[config.mk]
export PLATFORM = sky130hd
export DESIGN_NAME = i2c_regfile_slave
export DESIGN_NICKNAME = d
export VERILOG_FILES = /design/src/rtl/i2c_rf_pkg.sv /design/src/rtl/i2c_rf_sampler.sv /design/src/rtl/i2c_rf_mem.sv /design/src/rtl/i2c_rf_engine.sv /design/src/rtl/i2c_regfile_slave.sv
export SDC_FILE = /design/constraint.sdc
export NUM_CORES = 2
export LEC_CHECK = 0
export ABC_AREA = 1
export BUFFER_PORTS_ARGS = -buffer_cell sky130_fd_sc_hd__buf_2
export CELL_PAD_IN_SITES_DETAIL_PLACEMENT = 1
export CELL_PAD_IN_SITES_GLOBAL_PLACEMENT = 1
export CORE_AREA = 4 4 488 369
export CTS_BUF_LIST = sky130_fd_sc_hd__clkbuf_4 sky130_fd_sc_hd__clkbuf_8
export DETAILED_ROUTE_END_ITERATION = 16
export DIE_AREA = 0 0 492 373
export PLACE_DENSITY = 0.85
export SLEW_MARGIN = 25
export SYNTH_ARGS = -nofsm -noshare
export SYNTH_HDL_FRONTEND = slang
export SYNTH_SLANG_ARGS = --single-unit
[constraint.sdc]
create_clock -name clk -period 7.1 [get_ports clk]
set_input_delay 1.775 -clock clk [delete_from_list [all_inputs] [get_ports clk]]
set_output_delay 1.775 -clock clk [all_outputs]
set_load 0.05 [all_outputs]
[src/rtl/i2c_rf_pkg.sv]
package i2c_rf_pkg;

    typedef struct packed {
        logic start;
        logic stop;
        logic rise;
        logic fall;
    } bus_ev_t;

    typedef enum logic [2:0] {
        ST_IDLE,
        ST_DEV,
        ST_WADDR,
        ST_WDATA,
        ST_RDATA
    } xfer_state_t;

    localparam int unsigned BYTE_BITS = 8;

    function automatic logic dev_match(input logic [7:0] rx, input logic [6:0] dev);
        return rx[7:1] == dev;
    endfunction

endpackage

[src/rtl/i2c_rf_sampler.sv]
module i2c_rf_sampler #(
    parameter int unsigned STAGES = 2
) (
    input  logic                 clk,
    input  logic                 rst,
    input  logic                 scl_i,
    input  logic                 sda_i,
    output i2c_rf_pkg::bus_ev_t  ev,
    output logic                 scl_lvl,
    output logic                 sda_lvl
);
    logic [STAGES-1:0] scl_sy, sda_sy;
    logic              scl_d, sda_d;

    always_ff @(posedge clk) begin
        if (rst) begin
            scl_sy <= '1;
            sda_sy <= '1;
            scl_d  <= 1'b1;
            sda_d  <= 1'b1;
        end else begin
            scl_sy <= {scl_sy[STAGES-2:0], scl_i};
            sda_sy <= {sda_sy[STAGES-2:0], sda_i};
            scl_d  <= scl_sy[STAGES-1];
            sda_d  <= sda_sy[STAGES-1];
        end
    end

    assign scl_lvl  = scl_sy[STAGES-1];
    assign sda_lvl  = sda_sy[STAGES-1];
    assign ev.rise  = scl_lvl & ~scl_d;
    assign ev.fall  = ~scl_lvl & scl_d;
    assign ev.start = scl_lvl & scl_d & sda_d & ~sda_lvl;
    assign ev.stop  = scl_lvl & scl_d & ~sda_d & sda_lvl;

endmodule

[src/rtl/i2c_rf_mem.sv]
module i2c_rf_mem #(
    parameter int unsigned DEPTH = 160,
    localparam int unsigned AW   = $clog2(DEPTH)
) (
    input  logic          clk,
    input  logic          rst,
    input  logic          we,
    input  logic [AW-1:0] waddr,
    input  logic [7:0]    wdata,
    input  logic [AW-1:0] raddr,
    output logic [7:0]    rdata
);
    logic [7:0] cells [DEPTH];

    always_ff @(posedge clk) begin
        if (rst) begin
            for (int i = 0; i < int'(DEPTH); i++) cells[i] <= 8'h00;
        end else if (we && (32'(waddr) < DEPTH)) begin
            cells[waddr] <= wdata;
        end
    end

    assign rdata = (32'(raddr) < DEPTH) ? cells[raddr] : 8'h00;

endmodule

[src/rtl/i2c_rf_engine.sv]
module i2c_rf_engine
    import i2c_rf_pkg::*;
#(
    parameter logic [6:0]  DEV_ADDR  = 7'h68,
    parameter int unsigned MEM_BYTES = 160,
    parameter int unsigned CLK_REGS  = 8,
    localparam int unsigned AW       = $clog2(MEM_BYTES)
) (
    input  logic          clk,
    input  logic          rst,
    input  bus_ev_t       ev,
    input  logic          scl_lvl,
    input  logic          sda_lvl,
    input  logic          pwr_fail,
    input  logic [7:0]    rd_data,
    output logic [AW-1:0] ptr,
    output logic          wr_en,
    output logic [7:0]    wr_data,
    output logic          sda_oe,
    output logic          freeze
);
    xfer_state_t   state;
    logic [3:0]    bitcnt;
    logic [7:0]    shreg, txsh;
    logic          ack_drive, ack_phase, rw, selected, mst_ack;
    logic          byte_done, ptr_load;
    logic [AW-1:0] ptr_inc, ptr_ld_val;

    assign byte_done  = ev.fall && !ack_phase && (bitcnt == 4'd8);
    assign ptr_load   = byte_done && (state == ST_WADDR);
    assign wr_en      = byte_done && (state == ST_WDATA) && !pwr_fail;
    assign wr_data    = shreg;
    assign ptr_inc    = (32'(ptr) == MEM_BYTES - 1) ? '0 : ptr + 1'b1;
    assign ptr_ld_val = (32'(shreg) < MEM_BYTES) ? shreg[AW-1:0] : '0;

    always_ff @(posedge clk) begin
        if (rst || pwr_fail) begin
            state     <= ST_IDLE;
            bitcnt    <= '0;
            shreg     <= '0;
            txsh      <= '1;
            ack_drive <= 1'b0;
            ack_phase <= 1'b0;
            rw        <= 1'b0;
            selected  <= 1'b0;
            mst_ack   <= 1'b0;
            ptr       <= '0;
        end else if (ev.start) begin
            state     <= ST_DEV;
            bitcnt    <= '0;
            ack_drive <= 1'b0;
            ack_phase <= 1'b0;
        end else if (ev.stop) begin
            state     <= ST_IDLE;
            selected  <= 1'b0;
            ack_drive <= 1'b0;
            ack_phase <= 1'b0;
        end else if (state != ST_IDLE) begin
            if (ev.rise) begin
                if (!ack_phase) begin
                    if (bitcnt != 4'd8) begin
                        shreg  <= {shreg[6:0], sda_lvl};
                        bitcnt <= bitcnt + 4'd1;
                    end
                end else if (state == ST_WDATA) begin
                    ptr <= ptr_inc;
                end else if (state == ST_RDATA) begin
                    mst_ack <= !sda_lvl;
                    if (!sda_lvl) ptr <= ptr_inc;
                end
            end
            if (ev.fall) begin
                if (byte_done) begin
                    unique case (state)
                        ST_DEV: begin
                            if (dev_match(shreg, DEV_ADDR)) begin
                                ack_drive <= 1'b1;
                                ack_phase <= 1'b1;
                                rw        <= shreg[0];
                                selected  <= 1'b1;
                            end else begin
                                state    <= ST_IDLE;
                                selected <= 1'b0;
                            end
                        end
                        ST_WADDR: begin
                            ptr       <= ptr_ld_val;
                            ack_drive <= 1'b1;
                            ack_phase <= 1'b1;
                        end
                        ST_WDATA: begin
                            ack_drive <= 1'b1;
                            ack_phase <= 1'b1;
                        end
                        default: begin
                            ack_phase <= 1'b1;
                        end
                    endcase
                end else if (!ack_phase && state == ST_RDATA && bitcnt != 4'd0) begin
                    txsh <= {txsh[6:0], 1'b1};
                end else if (ack_phase) begin
                    ack_drive <= 1'b0;
                    ack_phase <= 1'b0;
                    bitcnt    <= '0;
                    unique case (state)
                        ST_DEV: begin
                            state <= rw ? ST_RDATA : ST_WADDR;
                            if (rw) txsh <= rd_data;
                        end
                        ST_WADDR: state <= ST_WDATA;
                        ST_RDATA: begin
                            if (mst_ack) txsh <= rd_data;
                            else state <= ST_IDLE;
                        end
                        default: state <= state;
                    endcase
                end
            end
        end
    end

    assign sda_oe = ack_drive | ((state == ST_RDATA) && !ack_phase && !txsh[7]);
    assign freeze = selected && (32'(ptr) < CLK_REGS);

    // pointer never leaves the implemented space
    assert_ptr_range_R5: assert property (@(posedge clk) disable iff (rst)
        32'(ptr) < MEM_BYTES);

    // pointer moves only by load, single step, or wrap/clear
    assert_ptr_step_R5: assert property (@(posedge clk) disable iff (rst)
        (ptr != $past(ptr)) |-> (ptr == '0 || ptr == AW'($past(ptr) + 1'b1) || $past(ptr_load)));

    assert_pfail_quiet_R9: assert property (@(posedge clk) disable iff (rst)
        pwr_fail |=> (!sda_oe && ptr == '0 && !freeze));

    assert_drive_scl_low_R10: assert property (@(posedge clk) disable iff (rst)
        $rose(sda_oe) |-> !scl_lvl);

    assert_stop_unfreeze_R8: assert property (@(posedge clk) disable iff (rst)
        ev.stop |=> !freeze);

    assert_no_ack_mismatch_R1: assert property (@(posedge clk) disable iff (rst)
        (byte_done && state == ST_DEV && !dev_match(shreg, DEV_ADDR) && !ev.start && !ev.stop)
            |=> !sda_oe);

endmodule

[src/rtl/i2c_regfile_slave.sv]
module i2c_regfile_slave #(
    parameter logic [6:0]  DEV_ADDR    = 7'h68,
    parameter int unsigned MEM_BYTES   = 160,
    parameter int unsigned CLK_REGS    = 8,
    parameter int unsigned SYNC_STAGES = 2
) (
    input  logic clk,
    input  logic rst,
    input  logic scl_i,
    input  logic sda_i,
    input  logic pwr_fail,
    output logic sda_oe,
    output logic freeze
);
    import i2c_rf_pkg::*;
    localparam int unsigned AW = $clog2(MEM_BYTES);

    bus_ev_t       ev;
    logic          scl_lvl, sda_lvl, wr_en;
    logic [AW-1:0] ptr;
    logic [7:0]    wr_data, rd_data;

    i2c_rf_sampler #(.STAGES(SYNC_STAGES)) u_sampler (
        .clk(clk), .rst(rst), .scl_i(scl_i), .sda_i(sda_i),
        .ev(ev), .scl_lvl(scl_lvl), .sda_lvl(sda_lvl)
    );

    i2c_rf_engine #(
        .DEV_ADDR(DEV_ADDR), .MEM_BYTES(MEM_BYTES), .CLK_REGS(CLK_REGS)
    ) u_engine (
        .clk(clk), .rst(rst), .ev(ev), .scl_lvl(scl_lvl), .sda_lvl(sda_lvl),
        .pwr_fail(pwr_fail), .rd_data(rd_data), .ptr(ptr), .wr_en(wr_en),
        .wr_data(wr_data), .sda_oe(sda_oe), .freeze(freeze)
    );

    i2c_rf_mem #(.DEPTH(MEM_BYTES)) u_mem (
        .clk(clk), .rst(rst), .we(wr_en), .waddr(ptr), .wdata(wr_data),
        .raddr(ptr), .rdata(rd_data)
    );

    assert_no_write_in_pfail_R9: assert property (@(posedge clk) disable iff (rst)
        pwr_fail |-> !wr_en);

endmodule

# After elaboration in Yosys (flattened, before gate mapping)
# Memories as Yosys holds them, arrays and structs flattened. A register that Yosys moved wholly into a read port is not among the register bits.
# Cells that the tools add are included.
[totals]
register_bits = 42
latch_bits = 0
mem_bits_rw = 1280
rom_bits = 0
in_bits = 5
output_inout_bits = 2
elab_cells = 160
n_memories = 1
[memory_table]
columns = ["memory", "depth", "width", "rd", "rd_ports_with_merged_regs", "wr", "line_no", "source"]
rows = [
  ["u_mem.cells", 160, 8, 1, 1, 160, "i2c_rf_mem.sv:13", "logic [7:0] cells [DEPTH];"],
]
[op_classes]
n_addsub = 2
n_mul = 0
div_mod_pow = 0
order_cmp = 3
n_eq_ne = 22
n_shift = 0
mux = 59
bitwise_logic = 17
n_reduce_logical = 41
[op_table]
columns = ["cell", "count"]
rows = [
  ["two-way mux 8 bit", 19],
  ["two-way mux 4 bit", 7],
  ["two-way mux 1 bit", 23],
  ["two-way mux 3 bit", 7],
  ["less-than comparator 8 bit, second input constant", 2],
  ["case mux 8 bit (2 select lines)", 1],
  ["AND reduction 8 bit", 2],
  ["AND reduction 7 bit", 2],
  ["inequality test 4 bit, second input constant", 3],
  ["AND reduction 6 bit", 2],
  ["nonzero test 2 bit", 6],
  ["nonzero test 3 bit", 4],
  ["inequality test 5 bit, second input constant", 2],
  ["logical AND 1 bit", 9],
  ["inequality test 3 bit, second input constant", 3],
  ["inverter 1 bit", 9],
  ["case mux 3 bit (3 select lines)", 1],
  ["AND reduction 9 bit", 1],
  ["adder 8 x 1 -> 8 bit, second input constant", 1],
  ["equality test 8 bit, second input constant", 1],
  ["less-than comparator 8 x 4 -> 1 bit, second input constant", 1],
  ["nonzero test 4 bit", 2],
  ["OR reduction 8 bit", 1],
  ["AND 1 bit", 7],
  ["21 further kinds", 28],
]

# Depth between registers and ports, before layout
[depth]
depth_word = 12
depth_mapped = 19
ltp_nobuf = 15

# By module
# A second synthesis with hierarchy kept.
[hier_totals]
hier_cells = 6376
hier_area_um2 = 60948.5
[by_module_without_submodules]
columns = ["module", "n_inst", "cells_per_inst", "area_per_inst_um2", "seq_area_each_um2"]
rows = [
  ["i2c_rf_mem", 1, 5998, 58376.0, 38436.9],
  ["i2c_rf_engine", 1, 354, 2374.8, 720.7],
  ["i2c_rf_sampler", 1, 24, 197.7, 120.1],
]

# Worst setup path before layout
# Ideal clock, no wire load.
[synth_timing]
path_kind = "input -> register"
from = "input pwr_fail"
to = "memory u_mem.cells[135][0] (enable)"
setup_time_ns = 0.329
arrival_ns = 3.505
required_ns = 6.771
slack_ns = 3.266
path_stages = 8
n_path_buf = 1
path_cell_list = "nor2_1 inv_2 nor4_4 inv_2 nor3_2 buf_2 nand2_1 nand2_1"
[synth_lines]
columns = ["element", "line_no", "source"]
rows = [
  ["from (decl)", "i2c_regfile_slave.sv:11", "input logic pwr_fail,"],
  ["to (decl)", "i2c_rf_mem.sv:13", ""],
]

# Worst setup path in the final report
[layout_timing]
from = "register u_engine.ptr[6]"
to = "output freeze"
[layout_between]
elab_chain_cells = 2
[layout_rtl]
columns = ["element", "line_no", "source"]
rows = [
  ["from (decl)", "i2c_rf_engine.sv:16", "output logic [AW-1:0] ptr,"],
  ["from (signal assigned)", "i2c_rf_engine.sv:66", "ptr <= ptr_inc;"],
  ["from (signal assigned)", "i2c_rf_engine.sv:69", "if (!sda_lvl) ptr <= ptr_inc;"],
  ["from (signal assigned)", "i2c_rf_engine.sv:87", "ptr <= ptr_ld_val;"],
  ["less-than comparator 8 x 4 -> 1 bit", "i2c_rf_engine.sv:123", "assign freeze = selected && (32'(ptr) < CLK_REGS);"],
  ["logical AND 1 bit", "i2c_rf_engine.sv:123", ""],
  ["to (decl)", "i2c_regfile_slave.sv:13", "output logic freeze"],
]
# Every way passes these cells.

==> metrics.json <==
{
  "finalNetCount": 9437,
  "route.detailed.drc": 0,
  "gr-usage-all-layers": 0.304,
  "transition_time_at_the_pin_with_the_least_slew_margin_ns": 1.26,
  "timing.critical_path.slowest_stage_cell": "sky130_fd_sc_hd__clkinv_1",
  "count_of_flip_flops_with_a_built_in_enable_after_synthesis": 2048,
  "postCtsSetupBuffers": 0,
  "final_hold_viol_count": 0,
  "synth-xor-area-share": 0.000193,
  "post_synth_mux_area_share": 0,
  "post-dp-hpwl_mm": 166,
  "worstPathRequired_ns": 5.33,
  "root_buffer": "sky130_fd_sc_hd__clkbuf_8",
  "crit_path_cell_trace": "nor2_1 -> clkinv_1 -> nor2_1 -> buf_4 -> inv_1 -> nor2_1 -> buf_2",
  "achievable-frequency_mhz": 200,
  "yosys.area_share.adder": 0.000828,
  "power_per_cell_area_nw_per_um2": 246,
  "timing.critical_path.max_delay_family": "buffers and inverters",
  "ys_dominant_reg_cell": "sky130_fd_sc_hd__edfxtp_1",
  "clkTransAtPathRegs_ns": 0.06,
  "clock-sinks": 2098,
  "skew_ns": 0.0569,
  "drtAntennaViolNets": 0,
  "power.ir.vdd_worst_v": 0.000172,
  "detailedRoute.firstIterationViolations": 9170,
  "syn-mean-instance-area_um2": 10.3,
  "yosysTopAreaCell": "sky130_fd_sc_hd__edfxtp_1",
  "drtPass1Iterations": 8,
  "synth_sequential_area_ratio": 0.690,
  "place_congestion": 0.890,
  "chipWidth_um": 492,
  "critPathKind": "register to primary output",
  "syn-cell-area_um2": 90600,
  "number_of_buffers_added_to_fix_hold_violations_after_cts": 0,
  "placement.io_buffers": 6,
  "cts_htree_levels": 5,
  "finalNonFillerCells": 12035,
  "rsz0062_at_grt": "no",
  "multiInputGateArea_um2": 28400,
  "outcome": "finished clean",
  "avgRoutedWirePerCell_um": 23.6,
  "antenna_violations_before_repair": 11,
  "cap_viol_max_count": 0,
  "crit_path_end_kind": "primary output",
  "wl_mm": 284,
  "timing.final.crit_period_ns": 5.00,
  "leakage_nw": 36.9,
  "detailroute.via_count": 70163,
  "synthToLayoutAreaGrowth_pct": 11.9,
  "globalRoute.totalOverflow": 0,
  "crit_path_frequent_cell": "sky130_fd_sc_hd__nor2_1",
  "vias_in_the_first_global_route": 72991,
  "totalNegativeSetupSlack_ns": 0,
  "dieArea_um2": 184000,
  "synthesis.instances": 8840,
  "timing.critical_path.fanout_max": 14,
  "synth-async-reset-ratio": 0,
  "report.final.setup_viol": 0,
  "crit_arrival_ns": 3.22,
  "clk_latency_ns": 1.05,
  "floorplan.io_pins": 7,
  "starting_density": 0.518,
  "row_count": 133,
  "post-route-period-util": 0.704,
  "regArea_um2": 62500,
  "detail_route.vias_per_cell": 5.83,
  "ys_seq_elements": 2098,
  "synth-simple-area-share": 0.276,
  "coreArea_um2": 175000,
  "maxSlewHeadroom": 0.161,
  "post_synth_main_area_contributors": "sky130_fd_sc_hd__edfxtp_1, sky130_fd_sc_hd__nand2_1, sky130_fd_sc_hd__nand3_1",
  "synth_compound_area_frac": 0.00478,
  "floorplan.die.height_um": 373,
  "grt_pass1_wl_mm": 430,
  "post_route_cells_drive_above_1_share": 0.0669,
  "clockBufferDepth": 4,
  "hold_class": "register to register",
  "layout.cells.most_common": "sky130_fd_sc_hd__nand2_1",
  "top_library_cells_by_usage_in_the_layout_fill_and_taps_aside": "sky130_fd_sc_hd__nand2_1, sky130_fd_sc_hd__edfxtp_1, sky130_fd_sc_hd__nand3_1",
  "cts_inserted_buffers": 337,
  "yosys_warnings": 0,
  "slew_viol_final": 0,
  "post_synth_num_cell_types": 37,
  "cts_tree": "built",
  "fillers": 19223,
  "dpl.cell_count": 11447,
  "synthDominantCellAreaShare": 0.679,
  "cts-resized-gates": 0,
  "worstPathBufferInverterCount": 4,
  "critical_path.max_stage_delay_ns": 0.41,
  "crit_path_start_kind": "register",
  "maximum_number_of_pins_on_one_net_before_global_route_repair": 254,
  "combinational_family_with_the_most_area_after_synthesis": "simple AND/OR/NAND/NOR gates"
}
flip-flops by register name (all words and copies together) (netlist names), named ones only:
register and flops:
u_mem.cells 2048, u_engine.ptr 8, u_engine.txsh 8, u_engine.wr_data 8, u_engine.bitcnt 4, u_engine.state 3
u_sampler.scl_sy 2, u_sampler.sda_sy 2, u_engine.ack_drive 1, u_engine.ack_phase 1, u_engine.mst_ack 1, u_engine.rw 1
u_engine.selected 1, u_sampler.scl_d 1, u_sampler.sda_d 1
cells by family (layout without fill, tap and decap cells):
group	count (synthesis)	after routing
buf+inv	693	748
fa+ha+maj	6	6
xor+xnor	2	2
simple gates	5971	5971
other cells	1	779
flops	2098	2098
compound gates	69	69
worst paths after layout:
path / startpoint / to / slack (ns) / cells after the start
max: u_engine.ptr[6] / freeze / 2.10 / 7
min: u_sampler.scl_sy[0] / u_sampler.scl_sy[1] / 0.42 / 1
max reg2reg: register / u_engine.txsh[6] / 2.73 / 15
min reg2reg: u_sampler.scl_sy[0] / u_sampler.scl_sy[1] / 0.42 / 1
stage by stage:
step	power (mW)	cell area, µm²	hold WS, ns	util	setup slack, ns
floorplan	14.9	93500	0.389	-	3.27
detailed placement	15.2	95200	0.415	0.544	1.49
finish	24.9	101000	0.422	0.580	2.10
CTS	25.0	101000	0.428	0.579	2.08
global placement	15.1	95200	0.411	0.544	1.71
global route	25.8	101000	0.442	0.580	1.99
Yosys cell counts, drive strengths merged (5+ instances only):
cell type,count
nand2,2628
nand3,1960
nor3,24
buf,75
ha,6
a21oi,28
inv,76
o21ai,15
nor2,1347
dfxtp,50
edfxtp,2048
a211oi,5
clkbuf,541
worst reg2reg max path, stage by stage, from the launching register on:
cell,delay (ns)
sky130_fd_sc_hd__dfxtp_4,0.77
sky130_fd_sc_hd__buf_4,0.77
sky130_fd_sc_hd__buf_12,0.69
sky130_fd_sc_hd__nand3_1,0.51
sky130_fd_sc_hd__nand3_1,0.17
sky130_fd_sc_hd__nand3_1,0.17
sky130_fd_sc_hd__nand3_1,0.19
sky130_fd_sc_hd__nand2_1,0.29
sky130_fd_sc_hd__nand2_1,0.16
sky130_fd_sc_hd__nand2_1,0.09
sky130_fd_sc_hd__nand2_1,0.09
sky130_fd_sc_hd__nand3_1,0.09
sky130_fd_sc_hd__nand3_1,0.09
sky130_fd_sc_hd__nand2_1,0.06
sky130_fd_sc_hd__nand2_1,0.06
sky130_fd_sc_hd__nand2_1,0.06
cell type report:
| cell class | instances | area share |
|---|---|---|
| antenna | 11 | 0.000271 |
| clock buffer | 441 | 0.0540 |
| clock inverter | 134 | 0.00682 |
| inverter | 77 | 0.00360 |
| multi-input combinational | 6816 | 0.280 |
| sequential | 2098 | 0.616 |
| tap | 2362 | 0.0291 |
| timing repair buffer | 96 | 0.00936 |
where the power goes:
group          switching, mW  internal (mW)
combinational          0.527          0.157
clock                   4.82           5.18
sequential             0.188           14.1
total                   5.53           19.4
layer usage:
metal | GRT usage | vias up | wire length (µm)
li1 | - | 30754 | -
met1 | 0.408 | 35271 | 111000
met2 | 0.489 | 3465 | 135000
met3 | 0.0697 | 669 | 28700
met4 | 0.109 | 4 | 9470
met5 | 0 | - | 24
Power figures use the tool's default switching activity.
